===== config.mk =====
export PLATFORM = sky130hd
export DESIGN_NAME = alu16_flags
export DESIGN_NICKNAME = d
export VERILOG_FILES = /design/src/rtl/alu16_pkg.sv /design/src/rtl/alu16_arith.sv /design/src/rtl/alu16_logic.sv /design/src/rtl/alu16_flag_reg.sv /design/src/rtl/alu16_flags.sv
export SDC_FILE = /design/constraint.sdc
export NUM_CORES = 1
export LEC_CHECK = 0
export ABC_AREA = 1
export BUFFER_PORTS_ARGS = -buffer_cell sky130_fd_sc_hd__buf_4
export CORE_ASPECT_RATIO = 1.2
export CORE_MARGIN = 1
export CORE_UTILIZATION = 45
export CTS_CLUSTER_DIAMETER = 150
export DETAILED_ROUTE_END_ITERATION = 8
export GPL_ROUTABILITY_DRIVEN = 0
export PLACE_DENSITY = 0.7
export SLEW_MARGIN = 20
export SYNTH_ARGS = -nofsm -noshare
export SYNTH_HDL_FRONTEND = slang
export SYNTH_SLANG_ARGS = --single-unit

===== constraint.sdc =====
create_clock -name clk_i -period 2.8 [get_ports clk_i]
set_input_delay 0.14 -clock clk_i [delete_from_list [all_inputs] [get_ports clk_i]]
set_output_delay 0.14 -clock clk_i [all_outputs]
set_load 0.02 [all_outputs]

===== src/rtl/alu16_pkg.sv =====
package alu16_pkg;

  typedef enum logic [2:0] {
    OP_ADD = 3'd0,
    OP_ADC = 3'd1,
    OP_SUB = 3'd2,
    OP_SBB = 3'd3,
    OP_AND = 3'd4,
    OP_OR  = 3'd5,
    OP_XOR = 3'd6,
    OP_RSV = 3'd7
  } alu_op_e;

  localparam int FL_CARRY = 0;
  localparam int FL_PAR   = 2;
  localparam int FL_AUX   = 4;
  localparam int FL_ZERO  = 6;
  localparam int FL_SIGN  = 7;
  localparam int FL_TRAP  = 8;
  localparam int FL_INTR  = 9;
  localparam int FL_DIR   = 10;
  localparam int FL_OVF   = 11;

  localparam int          FLAG_W     = 16;
  localparam int          CTL_N      = 3;
  localparam logic [15:0] FLAG_CONST = 16'h0002;
  localparam logic [15:0] COND_MASK  = 16'h08D5;

  typedef struct packed {
    logic c;
    logic p;
    logic a;
    logic z;
    logic s;
    logic o;
  } cond_t;

endpackage


===== src/rtl/alu16_arith.sv =====
module alu16_arith #(
  parameter int W   = 16,
  parameter int NIB = 4
) (
  input  logic [W-1:0] a_i,
  input  logic [W-1:0] b_i,
  input  logic         sub_i,
  input  logic         cin_i,
  output logic [W-1:0] res_o,
  output logic         c_o,
  output logic         aux_o,
  output logic         ovf_o
);

  logic [W:0]   full;
  logic [NIB:0] nib;
  logic [W:0]   cin_w;
  logic [NIB:0] cin_n;

  assign cin_w = {{W{1'b0}}, cin_i};
  assign cin_n = {{NIB{1'b0}}, cin_i};

  always_comb begin
    if (sub_i) begin
      full = {1'b0, a_i} - {1'b0, b_i} - cin_w;
      nib  = {1'b0, a_i[NIB-1:0]} - {1'b0, b_i[NIB-1:0]} - cin_n;
    end else begin
      full = {1'b0, a_i} + {1'b0, b_i} + cin_w;
      nib  = {1'b0, a_i[NIB-1:0]} + {1'b0, b_i[NIB-1:0]} + cin_n;
    end
  end

  assign res_o = full[W-1:0];
  assign c_o   = full[W];
  assign aux_o = nib[NIB];
  // subtract flips the sign of b, so the same-sign test inverts
  assign ovf_o = ((a_i[W-1] ^ b_i[W-1]) == sub_i) && (res_o[W-1] != a_i[W-1]);

endmodule


===== src/rtl/alu16_logic.sv =====
module alu16_logic #(
  parameter int W = 16
) (
  input  logic [W-1:0] a_i,
  input  logic [W-1:0] b_i,
  input  logic [1:0]   sel_i,
  output logic [W-1:0] res_o
);

  always_comb begin
    unique case (sel_i)
      2'd0:    res_o = a_i & b_i;
      2'd1:    res_o = a_i | b_i;
      default: res_o = a_i ^ b_i;
    endcase
  end

endmodule


===== src/rtl/alu16_flag_reg.sv =====
module alu16_flag_reg
  import alu16_pkg::*;
(
  input  logic                clk_i,
  input  logic                rst_ni,
  input  logic                we_i,
  input  cond_t               cond_i,
  input  logic [CTL_N-1:0]    ctl_set_i,
  input  logic [CTL_N-1:0]    ctl_clr_i,
  output logic [FLAG_W-1:0]   flags_o
);

  cond_t            cond_q;
  logic [CTL_N-1:0] ctl_q;

  always_ff @(posedge clk_i or negedge rst_ni) begin
    if (!rst_ni)   cond_q <= '0;
    else if (we_i) cond_q <= cond_i;
  end

  for (genvar k = 0; k < CTL_N; k++) begin : g_ctl
    logic bit_q;
    always_ff @(posedge clk_i or negedge rst_ni) begin
      if (!rst_ni)           bit_q <= 1'b0;
      else if (ctl_set_i[k]) bit_q <= 1'b1;
      else if (ctl_clr_i[k]) bit_q <= 1'b0;
    end
    assign ctl_q[k] = bit_q;

    assert_ctl_set_R10: assert property (@(posedge clk_i) disable iff (!rst_ni)
      ctl_set_i[k] |=> flags_o[FL_TRAP+k]);
    assert_ctl_clr_R10: assert property (@(posedge clk_i) disable iff (!rst_ni)
      (ctl_clr_i[k] && !ctl_set_i[k]) |=> !flags_o[FL_TRAP+k]);
    assert_ctl_hold_R10: assert property (@(posedge clk_i) disable iff (!rst_ni)
      (!ctl_set_i[k] && !ctl_clr_i[k]) |=> $stable(flags_o[FL_TRAP+k]));
  end

  always_comb begin
    flags_o           = FLAG_CONST;
    flags_o[FL_CARRY] = cond_q.c;
    flags_o[FL_PAR]   = cond_q.p;
    flags_o[FL_AUX]   = cond_q.a;
    flags_o[FL_ZERO]  = cond_q.z;
    flags_o[FL_SIGN]  = cond_q.s;
    flags_o[FL_OVF]   = cond_q.o;
    flags_o[FL_TRAP]  = ctl_q[0];
    flags_o[FL_INTR]  = ctl_q[1];
    flags_o[FL_DIR]   = ctl_q[2];
  end

  assert_cond_hold_R9: assert property (@(posedge clk_i) disable iff (!rst_ni)
    !we_i |=> $stable(flags_o & COND_MASK));

endmodule


===== src/rtl/alu16_flags.sv =====
module alu16_flags
  import alu16_pkg::*;
#(
  parameter int WIDTH = 16,
  parameter int PAR_W = 8
) (
  input  logic              clk_i,
  input  logic              rst_ni,
  input  logic [WIDTH-1:0]  a_i,
  input  logic [WIDTH-1:0]  b_i,
  input  logic [2:0]        op_i,
  input  logic              flag_we_i,
  input  logic [CTL_N-1:0]  ctl_set_i,
  input  logic [CTL_N-1:0]  ctl_clr_i,
  output logic [WIDTH-1:0]  result_o,
  output logic [FLAG_W-1:0] flags_o
);

  alu_op_e          op;
  logic             is_logic;
  logic             is_sub;
  logic             use_cin;
  logic [WIDTH-1:0] arith_res;
  logic [WIDTH-1:0] logic_res;
  logic             arith_c;
  logic             arith_aux;
  logic             arith_ovf;
  cond_t            cond;

  assign op       = alu_op_e'(op_i);
  assign is_logic = op_i[2];
  assign is_sub   = (op == OP_SUB) || (op == OP_SBB);
  assign use_cin  = (op == OP_ADC) || (op == OP_SBB);

  alu16_arith #(.W(WIDTH), .NIB(4)) i_arith (
    .a_i   (a_i),
    .b_i   (b_i),
    .sub_i (is_sub),
    .cin_i (use_cin & flags_o[FL_CARRY]),
    .res_o (arith_res),
    .c_o   (arith_c),
    .aux_o (arith_aux),
    .ovf_o (arith_ovf)
  );

  alu16_logic #(.W(WIDTH)) i_logic (
    .a_i   (a_i),
    .b_i   (b_i),
    .sel_i (op_i[1:0]),
    .res_o (logic_res)
  );

  assign result_o = is_logic ? logic_res : arith_res;

  always_comb begin
    cond.c = !is_logic && arith_c;
    cond.o = !is_logic && arith_ovf;
    cond.a = !is_logic && arith_aux;
    cond.z = (result_o == '0);
    cond.s = result_o[WIDTH-1];
    cond.p = ~^result_o[PAR_W-1:0];
  end

  alu16_flag_reg i_flag_reg (
    .clk_i     (clk_i),
    .rst_ni    (rst_ni),
    .we_i      (flag_we_i),
    .cond_i    (cond),
    .ctl_set_i (ctl_set_i),
    .ctl_clr_i (ctl_clr_i),
    .flags_o   (flags_o)
  );

  assert_zero_R6: assert property (@(posedge clk_i) disable iff (!rst_ni)
    flag_we_i |=> flags_o[FL_ZERO] == ($past(result_o) == '0));
  assert_sign_R6: assert property (@(posedge clk_i) disable iff (!rst_ni)
    flag_we_i |=> flags_o[FL_SIGN] == $past(result_o[WIDTH-1]));
  assert_parity_R7: assert property (@(posedge clk_i) disable iff (!rst_ni)
    flag_we_i |=> flags_o[FL_PAR] == ~^$past(result_o[PAR_W-1:0]));
  assert_logic_clear_R8: assert property (@(posedge clk_i) disable iff (!rst_ni)
    (flag_we_i && op_i[2]) |=> !flags_o[FL_CARRY] && !flags_o[FL_OVF] && !flags_o[FL_AUX]);
  assert_no_ctl_from_we_R10: assert property (@(posedge clk_i) disable iff (!rst_ni)
    (ctl_set_i == '0 && ctl_clr_i == '0) |=> $stable(flags_o[FL_DIR:FL_TRAP]));

endmodule


==> results of run 1 <==
kinds of logic after synthesis:
| group | after synthesis |
|---|---|
| XOR/XNOR | 6 |
| adder cells (fa/ha/maj) | 70 |
| AND/OR/NAND/NOR | 318 |
| other | 2 |
| AO/OA/AOI/OAI | 76 |
| flip-flops | 9 |
| buffers and inverters | 174 |
worst max-delay path, stage by stage (launching register included):
cell     delay (ps)
dfrtp_2         410
nand3_4          70
inv_2            40
fa_1            550
ha_2            220
nor2_4           50
o21ai_2         190
nand2_1         100
nand2_2         110
a21oi_2          60
o21ai_1          80
nand2_1          70
a31oi_2         180
ha_1            290
xnor2_2         150
xnor2_1         130
o21ai_1          90
state kept, by name, summed over array words and instances, names as in the netlist:
| signal | flops |
|---|---|
| i_flag_reg.flags_o | 6 |
| i_flag_reg.g_ctl.bit_q | 3 |
through the flow:
step	setup TNS [ps]	worst slack, ps	util, %	total power, µW	cells
finish	-257	-102	57.9	1500	836
global route	-1450	-329	57.9	1630	836
CTS	-114	-83.0	56.7	1450	834
detailed placement	-273	-138	55.3	1260	827
global placement	-39.5	-29.8	55.3	1230	827
floorplan	0	9.37	-	891	660
placed cells by master, fill, tap and decap left out, types with 5 or more instances in the layout:
cell type,netlist,routed
a21oi_1,31,28
buf_4,12,91
conb_1,2,7
dfrtp_1,9,8
ha_1,66,63
inv_1,148,143
inv_2,6,11
nand2_1,195,188
nand2_2,10,17
nand3_1,53,43
nand3_2,7,16
nor2_1,34,33
o211ai_1,5,5
o21ai_0,18,15
o21ai_1,4,6
o221ai_1,6,6
cell type report:
class | count | area, µm² | share of cell area, %
inverter | 156 | 587 | 12.6
multi-input combinational | 477 | 2960 | 63.5
sequential | 9 | 226 | 4.85
tap | 95 | 119 | 2.55
clock buffer | 4 | 45.0 | 0.965
timing repair buffer | 95 | 727 | 15.6
synth_stat cells (all sizes together) (4+ instances only):
| cell | n | share of area, % |
|---|---|---|
| buf | 17 | 3.1 |
| o221ai | 6 | 1.4 |
| ha | 66 | 22 |
| nand2 | 205 | 21 |
| nand3 | 60 | 9.0 |
| o21ai | 23 | 3.2 |
| o211ai | 5 | 1.0 |
| nor3 | 5 | 0.94 |
| o22ai | 4 | 0.67 |
| inv | 154 | 15 |
| dfrtp | 9 | 6.0 |
| nor2 | 37 | 4.1 |
| fa | 4 | 2.1 |
| a21oi | 32 | 4.4 |
worst min-delay path by stage:
| stage | from | to | slack (ps) | depth (start not counted) |
|---|---|---|---|---|
| after floorplan | rst_ni | i_flag_reg.flags_o[0]$_DFFE_PN0P_ | -160 | 0 |
| after global placement | rst_ni | i_flag_reg.g_ctl[2].bit_q$_DFFE_PN0P_ | -30 | 1 |
| after detailed placement | rst_ni | i_flag_reg.g_ctl[2].bit_q$_DFFE_PN0P_ | -30 | 1 |
| after CTS | ctl_clr_i[1] | i_flag_reg.g_ctl[1].bit_q$_DFFE_PN0P_ | 80 | 2 |
| after global routing | ctl_clr_i[2] | i_flag_reg.g_ctl[2].bit_q$_DFFE_PN0P_ | 80 | 2 |
| final | ctl_clr_i[1] | i_flag_reg.g_ctl[1].bit_q$_DFFE_PN0P_ | 80 | 2 |
power groups by stage:
stage | Clock [µW] | Sequential (µW) | Combinational [µW]
6_report | 154 | 159 | 1180
5_1_grt | 163 | 160 | 1310
4_1_cts | 160 | 158 | 1140
3_5_place_dp | 0 | 160 | 1100
3_3_place_gp | 0 | 159 | 1080
2_1_floorplan | 0 | 176 | 715
layer usage:
metal	GRT usage, %	part of all wire, %	routed length, µm
met2	51.3	50	5910
met5	0	0	0
met3	3.10	5.0	596
met4	14.7	4.9	582
met1	30.0	40	4790
timing repair:
action	4_1_cts	5_1_grt
hold buffers	1	0
setup buffers	2	2
gates resized for setup	15	22
endpoints found under the setup margin	5	8
pin swaps	15	4
endpoints found under the hold margin	9	0
==> flow_metrics.py, run 1 <==
metrics = {
    "setup_path": {
        "r2r_slack_ps": -100,
        "crit_path_start_kind": "register",
        "worstPathMaxFanout": 4,
        "cp.required_ps": 2920,
        "worstSetupEndpointType": "register",
        "criticalPathCategory": "register to register",
        "ff2ff_path_depth": 16,
        "arrival_ps": 3020,
        "endpoint": "i_flag_reg.flags_o[2]$_DFFE_PN0P_",
        "critPathLaunch": "i_flag_reg.flags_o[0]$_DFFE_PN0P_",
        "reg2reg_from": "i_flag_reg.flags_o[0]$_DFFE_PN0P_",
        "r2r-end": "i_flag_reg.flags_o[2]$_DFFE_PN0P_",
    },
    "status": {
        "status": "finished with violations",
        "violations": "setup timing",
    },
    "job": {
        "drv_cap": 0,
    },
    "pwr": {
        "p_comb_share_pct": 79.1,
        "switchingPower_uw": 775,
        "seqPwrFrac_pct": 10.6,
        "powerDensity_nw_per_um2": 321,
        "vdd_ir_drop_max_mv": 0.149,
        "p_sw_share_pct": 51.8,
        "p_clk_share_pct": 10.3,
        "leakage_uw": 0.00283,
        "internal_power_uw": 722,
    },
    "detailed_routing": {
        "drt_wl_total_um": 11900,
        "initialDrtViolationCount": 209,
        "via_count": 4326,
        "dr.pass1.iters": 5,
        "antenna_left": 0,
        "wl_per_cell_um": 14.2,
        "vias_per_cell": 5.17,
        "drc": 0,
    },
    "logic_synthesis": {
        "synth_cell_types": 36,
        "ys_ff_latch": 9,
        "yosys.area_share.xor_xnor_pct": 1.41,
        "syn-instance-count": 655,
        "synth_compound_area_share_pct": 12.0,
        "syn_area_um2": 3730,
        "synth-edff-count": 0,
        "async_reset_ff_share_pct": 100,
        "yosysSeqAreaShare_pct": 6.03,
        "post_synth.cell_area_avg_um2": 5.70,
        "yosysWarnings": 0,
        "ys.flop_type": "dfrtp_1",
        "synthAdderAreaFrac_pct": 24.3,
        "yosys.area_share.simple_pct": 37.2,
        "synth_mux_area_share_pct": 0,
        "synth_top_family_by_area": "simple AND/OR/NAND/NOR gates",
    },
    "timing": {
        "fin_ws_ps": -102,
        "hold_viol_final": 0,
        "max_freq_mhz": 345,
        "period_needed_ps": 2900,
        "slew_viol_final": 0,
        "relSlewSlack_pct": 57.3,
        "finalCritPeriodShare_pct": 104,
        "setup_viol": 6,
        "holdWs_ps": 81.4,
        "tightest_slew_ps": 638,
        "rsz0062_at_grt": "yes",
        "skew_ps": 4.54,
    },
    "final_layout": {
        "nets": 856,
        "area_growth_pct": 25.1,
        "fillers": 848,
        "drive_above_1_share_pct": 22.7,
        "finalInstanceArea_um2": 4670,
        "num_antenna_cells": 0,
    },
    "floorplanning": {
        "core_area_um2": 8060,
        "io_pins": 76,
        "dieWidth_um": 85.1,
        "die_h_um": 102,
        "row_count": 36,
        "start_util_pct": 46.3,
        "die_area_um2": 8660,
    },
    "cts": {
        "cts.sinks": 9,
        "clkTransAtPathRegs_ps": 50,
        "h-tree-depth": 1,
        "cts_tree": "yes",
        "cts-root-buf": "clkbuf_8",
        "insertion_delay_ps": 240,
        "cts_buffers": 3,
        "clock_path_buffers": 2,
    },
    "global_route": {
        "grt_pass1_vias": 4173,
        "antenna_found_initial": 0,
        "grt.total_usage_pct": 27.3,
        "grt_pass1_wl_um": 18700,
        "grt_max_degree": 19,
        "overflow": 0,
    },
    "placement": {
        "place.detailed.hpwl_um": 9710,
        "placed_area_um2": 4460,
        "port_buffers": 68,
    },
    "worst_hold_path": {
        "worstHoldPathType": "primary input to register",
    },
}
(Power assumes the default switching activity.)
==> inputs of run 2 (changes only) <==
- CORE_ASPECT_RATIO: 1.2 -> 0.7
==> flow_metrics.py, run 2 (same netlist as run 1, synthesis figures left out) <==
metrics = {
    "status": {
        "status": "finished with violations",
        "violations": "setup timing",
    },
    "final_layout": {
        "nets": 857,
        "final_cell_mix": "181 x nand2_1, 141 x inv_1, 84 x buf_4",
        "fin_cells": 843,
        "num_antenna_cells": 0,
        "final_common_cell": "nand2_1",
        "largest_reg_flops": 6,
        "drive_above_1_share_pct": 24.8,
        "postLayoutCoreUtil_pct": 60.8,
        "area_growth_pct": 29.4,
    },
    "setup_path": {
        "path_common_cell": "nand2_1",
        "cp.required_ps": 2970,
        "critPathMaxStageDelay_ps": 500,
        "cp_slowest_cell": "fa_1",
        "criticalPathCategory": "register to register",
        "crit_path_start_kind": "register",
        "arrival_ps": 3160,
        "crit_buf_inv": 3,
        "worstPathMaxFanout": 3,
        "crit_chain": "nand3_2, inv_2, fa_1, inv_1, ha_2, nor2_4, inv_1, nand2_1, nand2_2, o21ai_2, o21ai_1, a31oi_2, ha_4, nand2_1, nor2_1, nand3_1, nor2_1, nand3_1, nor2_1, nand2_1, nand2_1",
        "worstSetupEndpointType": "register",
        "critPathTopFamily": "simple AND/OR/NAND/NOR gates",
    },
    "placement": {
        "place.detailed.hpwl_um": 9600,
        "place_inst": 833,
        "port_buffers": 68,
    },
    "timing": {
        "tightest_slew_ps": 662,
        "setup_viol": 5,
        "relSlewSlack_pct": 55.7,
        "skew_ps": 3.43,
        "max_freq_mhz": 334,
        "slew_viol_final": 0,
        "fin_ws_ps": -190,
        "period_needed_ps": 2990,
        "finalCritPeriodShare_pct": 107,
        "setup_tns_ps": -546,
        "hold_viol_final": 0,
        "rsz0062_at_grt": "yes",
    },
    "floorplanning": {
        "core_area_um2": 7940,
        "dieWidth_um": 111,
        "die_area_um2": 8670,
        "die_h_um": 78.2,
        "row_count": 27,
        "start_util_pct": 47.0,
        "io_pins": 76,
    },
    "global_route": {
        "overflow": 0,
        "grt.total_usage_pct": 27.0,
        "grt_pass1_wl_um": 19000,
        "antenna_found_initial": 0,
        "grt_pass1_vias": 3978,
        "grt_max_degree": 19,
    },
    "job": {
        "drv_cap": 0,
    },
    "cts": {
        "clock_path_buffers": 2,
        "cts_tree": "yes",
        "clkTransAtPathRegs_ps": 40,
        "cts-root-buf": "clkbuf_16",
        "cts.sinks": 9,
        "h-tree-depth": 1,
        "insertion_delay_ps": 240,
        "cts_buffers": 3,
    },
    "pwr": {
        "internal_power_uw": 846,
        "p_comb_share_pct": 75.2,
        "switchingPower_uw": 821,
        "seqPwrFrac_pct": 9.6,
        "p_sw_share_pct": 49.2,
        "leakage_uw": 0.00288,
        "vdd_ir_drop_max_mv": 0.368,
        "p_clk_share_pct": 15.2,
        "powerDensity_nw_per_um2": 345,
    },
    "worst_hold_path": {
        "worstHoldPathType": "primary input to register",
    },
    "detailed_routing": {
        "drt_wl_total_um": 11900,
        "initialDrtViolationCount": 552,
        "dr.pass1.iters": 6,
        "antenna_left": 0,
        "vias_per_cell": 5.22,
        "via_count": 4404,
        "wl_per_cell_um": 14.2,
        "drc": 0,
    },
}
==> run 2: changes by cell type in the layout (fill, tap and decap cells not counted), moves of 3 or more <==
cell	before	now
buf_6	3	11
buf_4	91	84
nand2_1	188	181
clkbuf_8	3	0
clkbuf_16	0	3
nand2_2	17	22
==> run 2: final cells by class <==
cell class / instances / area, µm²
Clock buffer: 4 / 78.8
Fill cell: 751 / 3110
Inverter: 156 / 587
Multi-Input combinational cell: 477 / 3050
Sequential cell: 9 / 226
Tap cell: 101 / 126
Timing Repair Buffer: 96 / 764
==> run 2: what timing repair did <==
item | 4_1_cts | 5_1_grt
endpoints found under the setup margin | 7 | 14
setup buffers | 2 | 4
hold buffers | 1 | 0
resized for setup | 29 | 38
pin swaps | 23 | 24
hold endpoints to repair | 9 | 0
==> run 2: path summary, 6_finish.rpt <==
kind / depth (start not counted) / slack, ps / start / endpoint
worst max-delay path: 21 / -190 / i_flag_reg.flags_o[0]$_DFFE_PN0P_ / i_flag_reg.flags_o[6]$_DFFE_PN0P_
worst min-delay path: 2 / 100 / ctl_clr_i[0] / i_flag_reg.g_ctl[0].bit_q$_DFFE_PN0P_
worst max register to register: 21 / -190 / i_flag_reg.flags_o[0]$_DFFE_PN0P_ / i_flag_reg.flags_o[6]$_DFFE_PN0P_
worst min register to register: 2 / 480 / i_flag_reg.flags_o[7]$_DFFE_PN0P_ / i_flag_reg.flags_o[7]$_DFFE_PN0P_
max in group asynchronous: 2 / 2380 / rst_ni / i_flag_reg.flags_o[0]$_DFFE_PN0P_
min in group asynchronous: 2 / 260 / rst_ni / i_flag_reg.flags_o[4]$_DFFE_PN0P_
==> run 2: power by group through the flow <==
stage | Clock, µW | Combinational [µW] | Sequential (µW)
final | 253 | 1250 | 159
after global routing | 264 | 1370 | 162
after CTS | 255 | 1150 | 159
after detailed placement | 0 | 1090 | 161
after global placement | 0 | 1080 | 159
after floorplan | 0 | 715 | 176
==> run 2: layer usage <==
layer | up-vias | part of all wire (%) | GRT usage, %
met2 | 235 | 41 | 40.3
met4 | 0 | 1.1 | 6.13
met5 | - | 0 | 0
met1 | 1971 | 48 | 40.8
li1 | 2184 | - | -
met3 | 14 | 11 | 2.93
==> run 2: stage by stage <==
step	worst slack (ps)	hold slack [ps]	power, µW	area [µm²]
6_report	-190	96.7	1670	4830
3_5_place_dp	-175	-30.2	1260	4460
3_3_place_gp	-50.9	-32.4	1230	4460
5_1_grt	-263	97.6	1800	4830
2_1_floorplan	9.37	-156	891	3780
4_1_cts	-98.8	95.2	1560	4680
